## src/rtl/mdio_pkg.sv

```systemverilog
package mdio_pkg;
  localparam int PRE_BITS   = 32;
  localparam int ADDR_W     = 5;
  localparam int DATA_W     = 16;
  localparam int FRAME_BITS = PRE_BITS + 2 + 2 + 2 * ADDR_W + 2 + DATA_W;
  localparam int TA_FIRST   = FRAME_BITS - DATA_W - 2;  // first turnaround bit
  localparam int TA_PHY     = TA_FIRST + 1;             // bit the PHY drives low
  localparam int DATA_FIRST = TA_PHY + 1;
  localparam int BIT_W      = $clog2(FRAME_BITS);

  localparam logic [1:0] START_PAT = 2'b01;
  localparam logic [1:0] OP_WRITE  = 2'b01;
  localparam logic [1:0] OP_READ   = 2'b10;
  localparam logic [1:0] TA_WRITE  = 2'b10;

  typedef struct packed {
    logic load;        // capture command, build frame
    logic shift;       // advance transmit shifter (falling mdc)
    logic sampleTa;    // sample PHY turnaround bit (rising mdc)
    logic sampleData;  // sample one read data bit (rising mdc)
    logic commit;      // publish read result
  } mdioStrobe_t;
endpackage

```

## src/rtl/mdio_ctrl.sv

```systemverilog
module mdio_ctrl
  import mdio_pkg::*;
#(
  parameter int HALF_DIV = 20
) (
  input  logic        clk,
  input  logic        rstN,
  input  logic        start,
  input  logic        isRead,
  output logic        busy,
  output logic        done,
  output logic        mdc,
  output logic        mdioOe,
  output mdioStrobe_t strobe
);
  localparam int DIV_W = (HALF_DIV > 2) ? $clog2(HALF_DIV) : 1;
  localparam logic [DIV_W-1:0] DIV_LAST  = DIV_W'(HALF_DIV - 1);
  localparam logic [BIT_W-1:0] BIT_LAST  = BIT_W'(FRAME_BITS - 1);
  localparam logic [BIT_W-1:0] BIT_TA    = BIT_W'(TA_FIRST);
  localparam logic [BIT_W-1:0] BIT_TAPHY = BIT_W'(TA_PHY);
  localparam logic [BIT_W-1:0] BIT_DATA  = BIT_W'(DATA_FIRST);

  logic             busyR, doneR, mdcR, readR;
  logic [DIV_W-1:0] divCnt;
  logic [BIT_W-1:0] bitIdx;
  logic             tick, riseTick, fallTick, lastBit;

  assign tick     = busyR && (divCnt == DIV_LAST);
  assign riseTick = tick && !mdcR;
  assign fallTick = tick && mdcR;
  assign lastBit  = (bitIdx == BIT_LAST);

  always_ff @(posedge clk or negedge rstN) begin
    if (!rstN) begin
      busyR  <= 1'b0;
      doneR  <= 1'b0;
      mdcR   <= 1'b0;
      readR  <= 1'b0;
      divCnt <= '0;
      bitIdx <= '0;
    end else begin
      doneR <= 1'b0;
      if (!busyR) begin
        divCnt <= '0;
        bitIdx <= '0;
        mdcR   <= 1'b0;
        if (start) begin
          busyR <= 1'b1;
          readR <= isRead;
        end
      end else if (tick) begin
        divCnt <= '0;
        if (!mdcR) begin
          mdcR <= 1'b1;
        end else begin
          mdcR <= 1'b0;
          if (lastBit) begin
            busyR <= 1'b0;
            doneR <= 1'b1;
          end else begin
            bitIdx <= bitIdx + 1'b1;
          end
        end
      end else begin
        divCnt <= divCnt + 1'b1;
      end
    end
  end

  always_comb begin
    strobe.load       = !busyR && start;
    strobe.shift      = fallTick && !lastBit;
    strobe.sampleTa   = riseTick && readR && (bitIdx == BIT_TAPHY);
    strobe.sampleData = riseTick && readR && (bitIdx >= BIT_DATA);
    strobe.commit     = fallTick && readR && lastBit;
  end

  assign busy   = busyR;
  assign done   = doneR;
  assign mdc    = mdcR;
  assign mdioOe = busyR && !(readR && (bitIdx >= BIT_TA));
endmodule

```

## src/rtl/mdio_datapath.sv

```systemverilog
module mdio_datapath
  import mdio_pkg::*;
(
  input  logic              clk,
  input  logic              rstN,
  input  mdioStrobe_t       strobe,
  input  logic              isRead,
  input  logic [ADDR_W-1:0] phyAddr,
  input  logic [ADDR_W-1:0] regAddr,
  input  logic [DATA_W-1:0] wrData,
  input  logic              mdioIn,
  output logic              mdioOut,
  output logic [DATA_W-1:0] rdData,
  output logic              rdErr
);
  logic [FRAME_BITS-1:0] txShift;
  logic [DATA_W-1:0]     rxShift;
  logic                  taBad;
  logic [FRAME_BITS-1:0] frameWord;

  assign frameWord = {{PRE_BITS{1'b1}}, START_PAT, (isRead ? OP_READ : OP_WRITE),
                      phyAddr, regAddr, TA_WRITE, wrData};

  always_ff @(posedge clk or negedge rstN) begin
    if (!rstN) begin
      txShift <= '1;
      rxShift <= '0;
      taBad   <= 1'b0;
      rdData  <= '0;
      rdErr   <= 1'b0;
    end else begin
      if (strobe.load)
        txShift <= frameWord;
      else if (strobe.shift)
        txShift <= {txShift[FRAME_BITS-2:0], 1'b1};

      if (strobe.load)
        taBad <= 1'b0;
      else if (strobe.sampleTa)
        taBad <= mdioIn;

      if (strobe.sampleData)
        rxShift <= {rxShift[DATA_W-2:0], mdioIn};

      if (strobe.commit) begin
        rdErr  <= taBad;
        rdData <= taBad ? '1 : rxShift;
      end
    end
  end

  assign mdioOut = txShift[FRAME_BITS-1];
endmodule

```

## src/rtl/mdio_master.sv

```systemverilog
module mdio_master
  import mdio_pkg::*;
#(
  parameter int HALF_DIV = 20
) (
  input  logic        clk,
  input  logic        rstN,
  input  logic        start,
  input  logic        isRead,
  input  logic [4:0]  phyAddr,
  input  logic [4:0]  regAddr,
  input  logic [15:0] wrData,
  output logic        busy,
  output logic        done,
  output logic [15:0] rdData,
  output logic        rdErr,
  output logic        mdc,
  output logic        mdioOut,
  output logic        mdioOe,
  input  logic        mdioIn
);
  mdioStrobe_t strobe;

  mdio_ctrl #(.HALF_DIV(HALF_DIV)) u_ctrl (
    .clk(clk), .rstN(rstN), .start(start), .isRead(isRead),
    .busy(busy), .done(done), .mdc(mdc), .mdioOe(mdioOe), .strobe(strobe)
  );

  mdio_datapath u_dp (
    .clk(clk), .rstN(rstN), .strobe(strobe), .isRead(isRead),
    .phyAddr(phyAddr), .regAddr(regAddr), .wrData(wrData),
    .mdioIn(mdioIn), .mdioOut(mdioOut), .rdData(rdData), .rdErr(rdErr)
  );
endmodule

```

## config.mk

```make
export PLATFORM = sky130hd
export DESIGN_NAME = mdio_master
export DESIGN_NICKNAME = d
export VERILOG_FILES = /design/src/rtl/mdio_pkg.sv /design/src/rtl/mdio_ctrl.sv /design/src/rtl/mdio_datapath.sv /design/src/rtl/mdio_master.sv
export SDC_FILE = /design/constraint.sdc
export NUM_CORES = 1
export LEC_CHECK = 0
export BUFFER_PORTS_ARGS = -buffer_cell sky130_fd_sc_hd__buf_2
export CAP_MARGIN = 10
export CORE_UTILIZATION = 50
export DETAILED_ROUTE_END_ITERATION = 10
export GPL_ROUTABILITY_DRIVEN = 0
export PLACE_DENSITY_LB_ADDON = 0.3
export REMOVE_ABC_BUFFERS = 1
export SETUP_SLACK_MARGIN = 0.1
export SYNTH_ARGS = -nofsm -noshare
export SYNTH_HDL_FRONTEND = slang
export SYNTH_HIERARCHICAL = 1
export SYNTH_SLANG_ARGS = --single-unit
export TNS_END_PERCENT = 5
```

## constraint.sdc

```tcl
create_clock -name clk -period 5.7 [get_ports clk]
set_input_delay 1.14 -clock clk [delete_from_list [all_inputs] [get_ports clk]]
set_output_delay 1.14 -clock clk [all_outputs]
set_load 0.05 [all_outputs]
```

==> impl_metrics.json, run 1 <==
{
  "hold_class": "register to register",
  "fp.dieW_um": 102,
  "pin_count": 53,
  "wl_per_cell_um": 13.6,
  "route.met3.wl_um": 316,
  "synth_common_cells": "64 x dfstp_2, 49 x dfrtp_1, 44 x nor2_1, 41 x nand2_1, 36 x nor2b_1",
  "met1Wirelength_um": 3990,
  "cts_setup_buffers": 0,
  "numCtsBuffers": 17,
  "cts_resized": 0,
  "synth_seq_area_share_pct": 57.8,
  "rsz0062_at_grt": "false",
  "ys.flop_type": "dfstp_2",
  "drt_iter0_drc": 164,
  "grt_max_degree": 99,
  "cts_tree": "done",
  "hold_viol_final": 0,
  "synth_top_area_share_pct": 33.4,
  "fin_ws_ns": 2.76,
  "dr.pass1.iters": 4,
  "max_freq_mhz": 340,
  "layout_min_cycle_time_ns": 2.94,
  "clockBufferDepth": 2,
  "async_flop_share_pct": 100,
  "synth-seq-cells": 113,
  "clk_latency_ns": 0.51,
  "ys.warnings.count": 6,
  "netlist_area_um2": 5030,
  "slew_viol_final": 0,
  "worstSetupEndpointType": "output pin",
  "power_density_nw_per_um2": 495,
  "leakage_nw": 2.56,
  "status": "finished clean",
  "startpoint_type": "register",
  "cts_sinks": 113,
  "placed_cell_area_um2": 5320,
  "postLayoutCellArea_um2": 5930,
  "met2_length_um": 4170,
  "antenna_found_initial": 0,
  "fin_skew_ns": 0.00760,
  "worst_ep_arrival_time_ns": 1.80,
  "synth.area.top_cells": "dfstp_2 33%, dfrtp_1 24%, mux2i_1 6.8%",
  "drt_wl_total_um": 8570,
  "yosys.area.top_type": "dfstp_2",
  "grt.total_usage_pct": 18.3,
  "overflow": 0,
  "utilization_pct": 60.7,
  "top_layer": "met4",
  "dieArea_um2": 10500,
  "viasPerCell": 5.17,
  "grt_pass1_wl_um": 14600,
  "post-route-period-util_pct": 51.6,
  "drv_cap": 0,
  "grt_pass1_vias": 3200,
  "synth.most_common_cell": "dfstp_2",
  "path_class": "register to output pin",
  "ys_types": 38,
  "nets": 516,
  "netlist_instances": 440,
  "clk_pin_slew_ns": 0.05,
  "core-area_um2": 9770,
  "relSlewSlack_pct": 23.9,
  "initial_utilization_pct": 51.4,
  "cp.required_ns": 4.56,
  "synth-edff-count": 0,
  "die_h_um": 102,
  "setup_violations": 0,
  "drive_gt1_share_pct": 34.9,
  "ant_nets": 0,
  "worst_hold_slack_ns": 0.465,
  "h-tree-depth": 4,
  "p_total_mw": 2.93,
  "peakVddDrop_mv": 0.255,
  "hpwl_um": 5080,
  "drc": 0,
  "crit_path_max_fanout": 18,
  "io_buffer_count": 52,
  "row_count": 36,
  "worst_pin_slew_ns": 1.14,
  "area_growth_pct": 18.0,
  "num_vias": 3258,
  "avgSynthCellArea_um2": 11.4,
  "clockRootBuffer": "clkbuf_8",
  "dp_slack_ns": 2.94,
  "cts.hold.buffers_added": 0,
  "fill_cells": 804
}
per-stage QoR:
stage | std cells | TNS (ns)
after floorplan | 408 | -0.0721
after global placement | 597 | 0
after detailed placement | 597 | 0
after CTS | 629 | 0
after global routing | 629 | 0
final | 630 | 0
cell type report:
class                      instances  area (µm²)  share of cell area, %
antenna                            1        2.50                 0.0422
clock buffer                      28         515                   8.69
clock inverter                     4        95.1                   1.60
inverter                           6        22.5                  0.380
multi-input combinational        289        1930                   32.5
sequential                       113        2910                   49.0
tap                              133         166                   2.80
timing repair buffer              56         293                   4.93
final timing paths:
check / startpoint / to / slack [ns] / depth (start not counted)
max reg2reg: u_ctrl/divCnt[0] / u_dp/rxShift[5] / 2.96 / 4
max in group asynchronous: rstN / u_dp/txShift[0] / 3.87 / 2
min in group asynchronous: rstN / u_ctrl/divCnt[3] / 0.77 / 1
min reg2reg: u_ctrl/divCnt[0] / u_ctrl/divCnt[0] / 0.47 / 1
min: u_ctrl/divCnt[0] / u_ctrl/divCnt[0] / 0.47 / 1
max: u_ctrl/busy / mdioOe / 2.76 / 3
routing by layer:
layer | GRT usage [%] | vias to the layer above
li1 | - | 1601
met1 | 23.4 | 1586
met2 | 28.9 | 60
met3 | 6.57 | 11
met4 | 6.70 | 0
met5 | 0 | -
cells by family after synthesis:
group	count (synthesis)	synth area share [%]
flip-flops	113	57.8
XOR/XNOR	2	0.348
AO/OA/AOI/OAI	92	12.4
adder cells (fa/ha/maj)	2	0.498
buffers and inverters	38	4.26
AND/OR/NAND/NOR	141	13.9
multiplexers	52	10.8
sequential cells by signal (all words and copies together), names as in the netlist:
signal and flops:
u_dp/rdData 16, u_ctrl/done 1, u_dp/rdErr 1, u_ctrl/readR 1, u_ctrl/mdc 1, u_dp/taBad 1
u_ctrl/busy 1, u_ctrl/bitIdx 6, u_dp/txShift 64, u_ctrl/divCnt 5, u_dp/rxShift 16
cell usage in the layout, fill, tap and decap left out, drive strengths merged, types with 2 or more instances in the layout:
master / n
ha: 2
nand2: 41
mux2i: 34
dfrtp: 49
nor2: 44
a211o: 34
nand2b: 2
a21oi: 19
dfstp: 64
nor4: 2
nor2b: 36
o21ai: 32
mux2: 18
nand3: 4
a211oi: 3
inv: 6
buf: 56
nor3: 4
bufinv: 3
clkbuf: 28
power breakdown:
group | leakage (nW) | switching [mW] | internal (mW)
registers | 1.34 | 0.149 | 1.22
logic | 0.923 | 0.232 | 0.273
clock network | 0.300 | 0.329 | 0.735
critical path, stage by stage (launching register included):
cell,delay [ns]
dfrtp_1,0.68
inv_1,0.19
nor2_1,0.15
buf_2,0.28
Power figures use the tool's default switching activity.
==> run 2, diff against run 1 <==
==> constraint.sdc (replaced) <==
create_clock -name clk -period 2.9 [get_ports clk]
set_input_delay 0.58 -clock clk [delete_from_list [all_inputs] [get_ports clk]]
set_output_delay 0.58 -clock clk [all_outputs]
set_load 0.05 [all_outputs]
==> impl_metrics.json, run 2 (same netlist as run 1, synthesis figures left out) <==
{
  "worst_ep_arrival_time_ns": 2.65,
  "h-tree-depth": 4,
  "p_total_mw": 5.66,
  "area_growth_pct": 18.7,
  "status": "finished clean",
  "drive_gt1_share_pct": 36.2,
  "hold_class": "input pin to async pin",
  "dr.pass1.iters": 4,
  "clockRootBuffer": "clkbuf_8",
  "max_freq_mhz": 451,
  "wl_per_cell_um": 13.7,
  "row_count": 36,
  "startpoint_type": "register",
  "crit_chain": "ha_1, and4bb_2, nand3_1, nor2_4, buf_4, nor2b_1, a211o_1",
  "antenna_cells": 0,
  "post-route-period-util_pct": 76.5,
  "relSlewSlack_pct": 53.9,
  "numCtsBuffers": 17,
  "setup_violations": 0,
  "rsz0062_at_grt": "false",
  "fill_cells": 810,
  "slew_viol_final": 0,
  "ant_nets": 0,
  "cts.hold.buffers_added": 0,
  "largest_register": "u_dp/txShift",
  "stdcell_count": 636,
  "cp.required_ns": 3.33,
  "hold_viol_final": 0,
  "path_class": "register to register",
  "path_delay_family": "simple AND/OR/NAND/NOR gates",
  "fin_skew_ns": 0.00729,
  "layout_common_cells": "64 x dfstp_2, 51 x buf_2, 49 x dfrtp_1",
  "dieArea_um2": 10500,
  "multi_input_area_um2": 1930,
  "die_h_um": 102,
  "drt_iter0_drc": 145,
  "fp.dieW_um": 102,
  "grt_pass1_wl_um": 14800,
  "critPathBufInv": 1,
  "power_density_nw_per_um2": 949,
  "cts_resized": 0,
  "cts_sinks": 113,
  "critPathSlowestCell": "buf_4",
  "worstSetupEndpointType": "register",
  "grt.total_usage_pct": 18.5,
  "initial_utilization_pct": 51.4,
  "nets": 523,
  "dp.cells": 604,
  "worst_path_largest_cell_delay_ns": 0.40,
  "viasPerCell": 5.19,
  "drv_cap": 0,
  "peakVddDrop_mv": 0.447,
  "hpwl_um": 5290,
  "cts_tree": "done",
  "crit_path_max_fanout": 34,
  "cts_setup_buffers": 0,
  "register_area_um2": 2910,
  "reg_top3": "u_dp/txShift (64), u_dp/rdData (16), u_dp/rxShift (16)",
  "tns_ns": 0,
  "largest_reg_flops": 64,
  "grt_max_degree": 61,
  "antenna_found_initial": 0,
  "grt_pass1_vias": 3278,
  "clk_pin_slew_ns": 0.06,
  "drc": 0,
  "pin_count": 53,
  "layout_min_cycle_time_ns": 2.22,
  "drt_wl_total_um": 8710,
  "num_vias": 3302,
  "overflow": 0,
  "clockBufferDepth": 2,
  "io_buffer_count": 52,
  "layout_commonest_cell": "dfstp_2",
  "leakage_nw": 2.57,
  "worst_pin_slew_ns": 0.692,
  "core-area_um2": 9770,
  "clk_latency_ns": 0.50
}
## run 2: cell count changes in the layout (fill, tap and decap cells not counted), moves of 2 or more
cell,before,now
buf_4,5,10
clkinvlp_4,0,3
buf_12,0,2
clkinv_4,0,4
clkbuf_1,5,2
clkbuf_8,7,2
## run 2: stage by stage
stage          util (%)  hold WS (ns)  instance area, µm²  setup WS (ns)
6_report           61.1         0.139                5970          0.683
5_1_grt            61.1         0.163                5970          0.525
3_3_place_gp       55.2         0.442                5400          0.804
4_1_cts            61.1         0.130                5970          0.695
2_1_floorplan         -         0.284                4840          -2.87
3_5_place_dp       55.2         0.457                5400          0.752
## run 2: routing by layer
layer  track usage [%]  wire length (µm)
met3              5.95               272
met2              30.0              4210
met1              22.9              4130
met4              7.36                97
met5                 0                 0
## run 2: final timing paths
path,startpoint,endpoint,slack [ns],cells after the start
worst min-delay path,rstN,u_ctrl/divCnt[4],0.14,1
max in group asynchronous,rstN,u_dp/txShift[53],1.98,2
worst max-delay path,u_ctrl/divCnt[0],u_dp/txShift[56],0.68,7
worst min register to register,u_ctrl/divCnt[0],u_ctrl/divCnt[0],0.46,1
worst max register to register,u_ctrl/divCnt[0],u_dp/txShift[56],0.68,7
min in group clk,regAddr[4],u_dp/txShift[22],0.28,3
## run 2: worst register-to-register path, stage by stage, from the launching register on
cell and delay (ns):
dfrtp_1 0.37, ha_1 0.25, and4bb_2 0.30, nand3_1 0.18, nor2_4 0.25, buf_4 0.40, nor2b_1 0.12, a211o_1 0.28
## run 2: area by class of cell
| type | instances | area share (%) |
|---|---|---|
| Tap cell | 133 | 2.79 |
| Clock buffer | 20 | 7.30 |
| Multi-Input combinational cell | 289 | 32.3 |
| Clock inverter | 12 | 2.26 |
| Sequential cell | 113 | 48.7 |
| Timing Repair Buffer | 63 | 6.21 |
| Inverter | 6 | 0.377 |
## run 2: power by group
| group | switching, mW | internal (mW) | total (mW) |
|---|---|---|---|
| clock network | 0.715 | 1.25 | 1.96 |
| registers | 0.299 | 2.39 | 2.69 |
| logic | 0.466 | 0.549 | 1.01 |
| total | 1.48 | 4.18 | 5.66 |
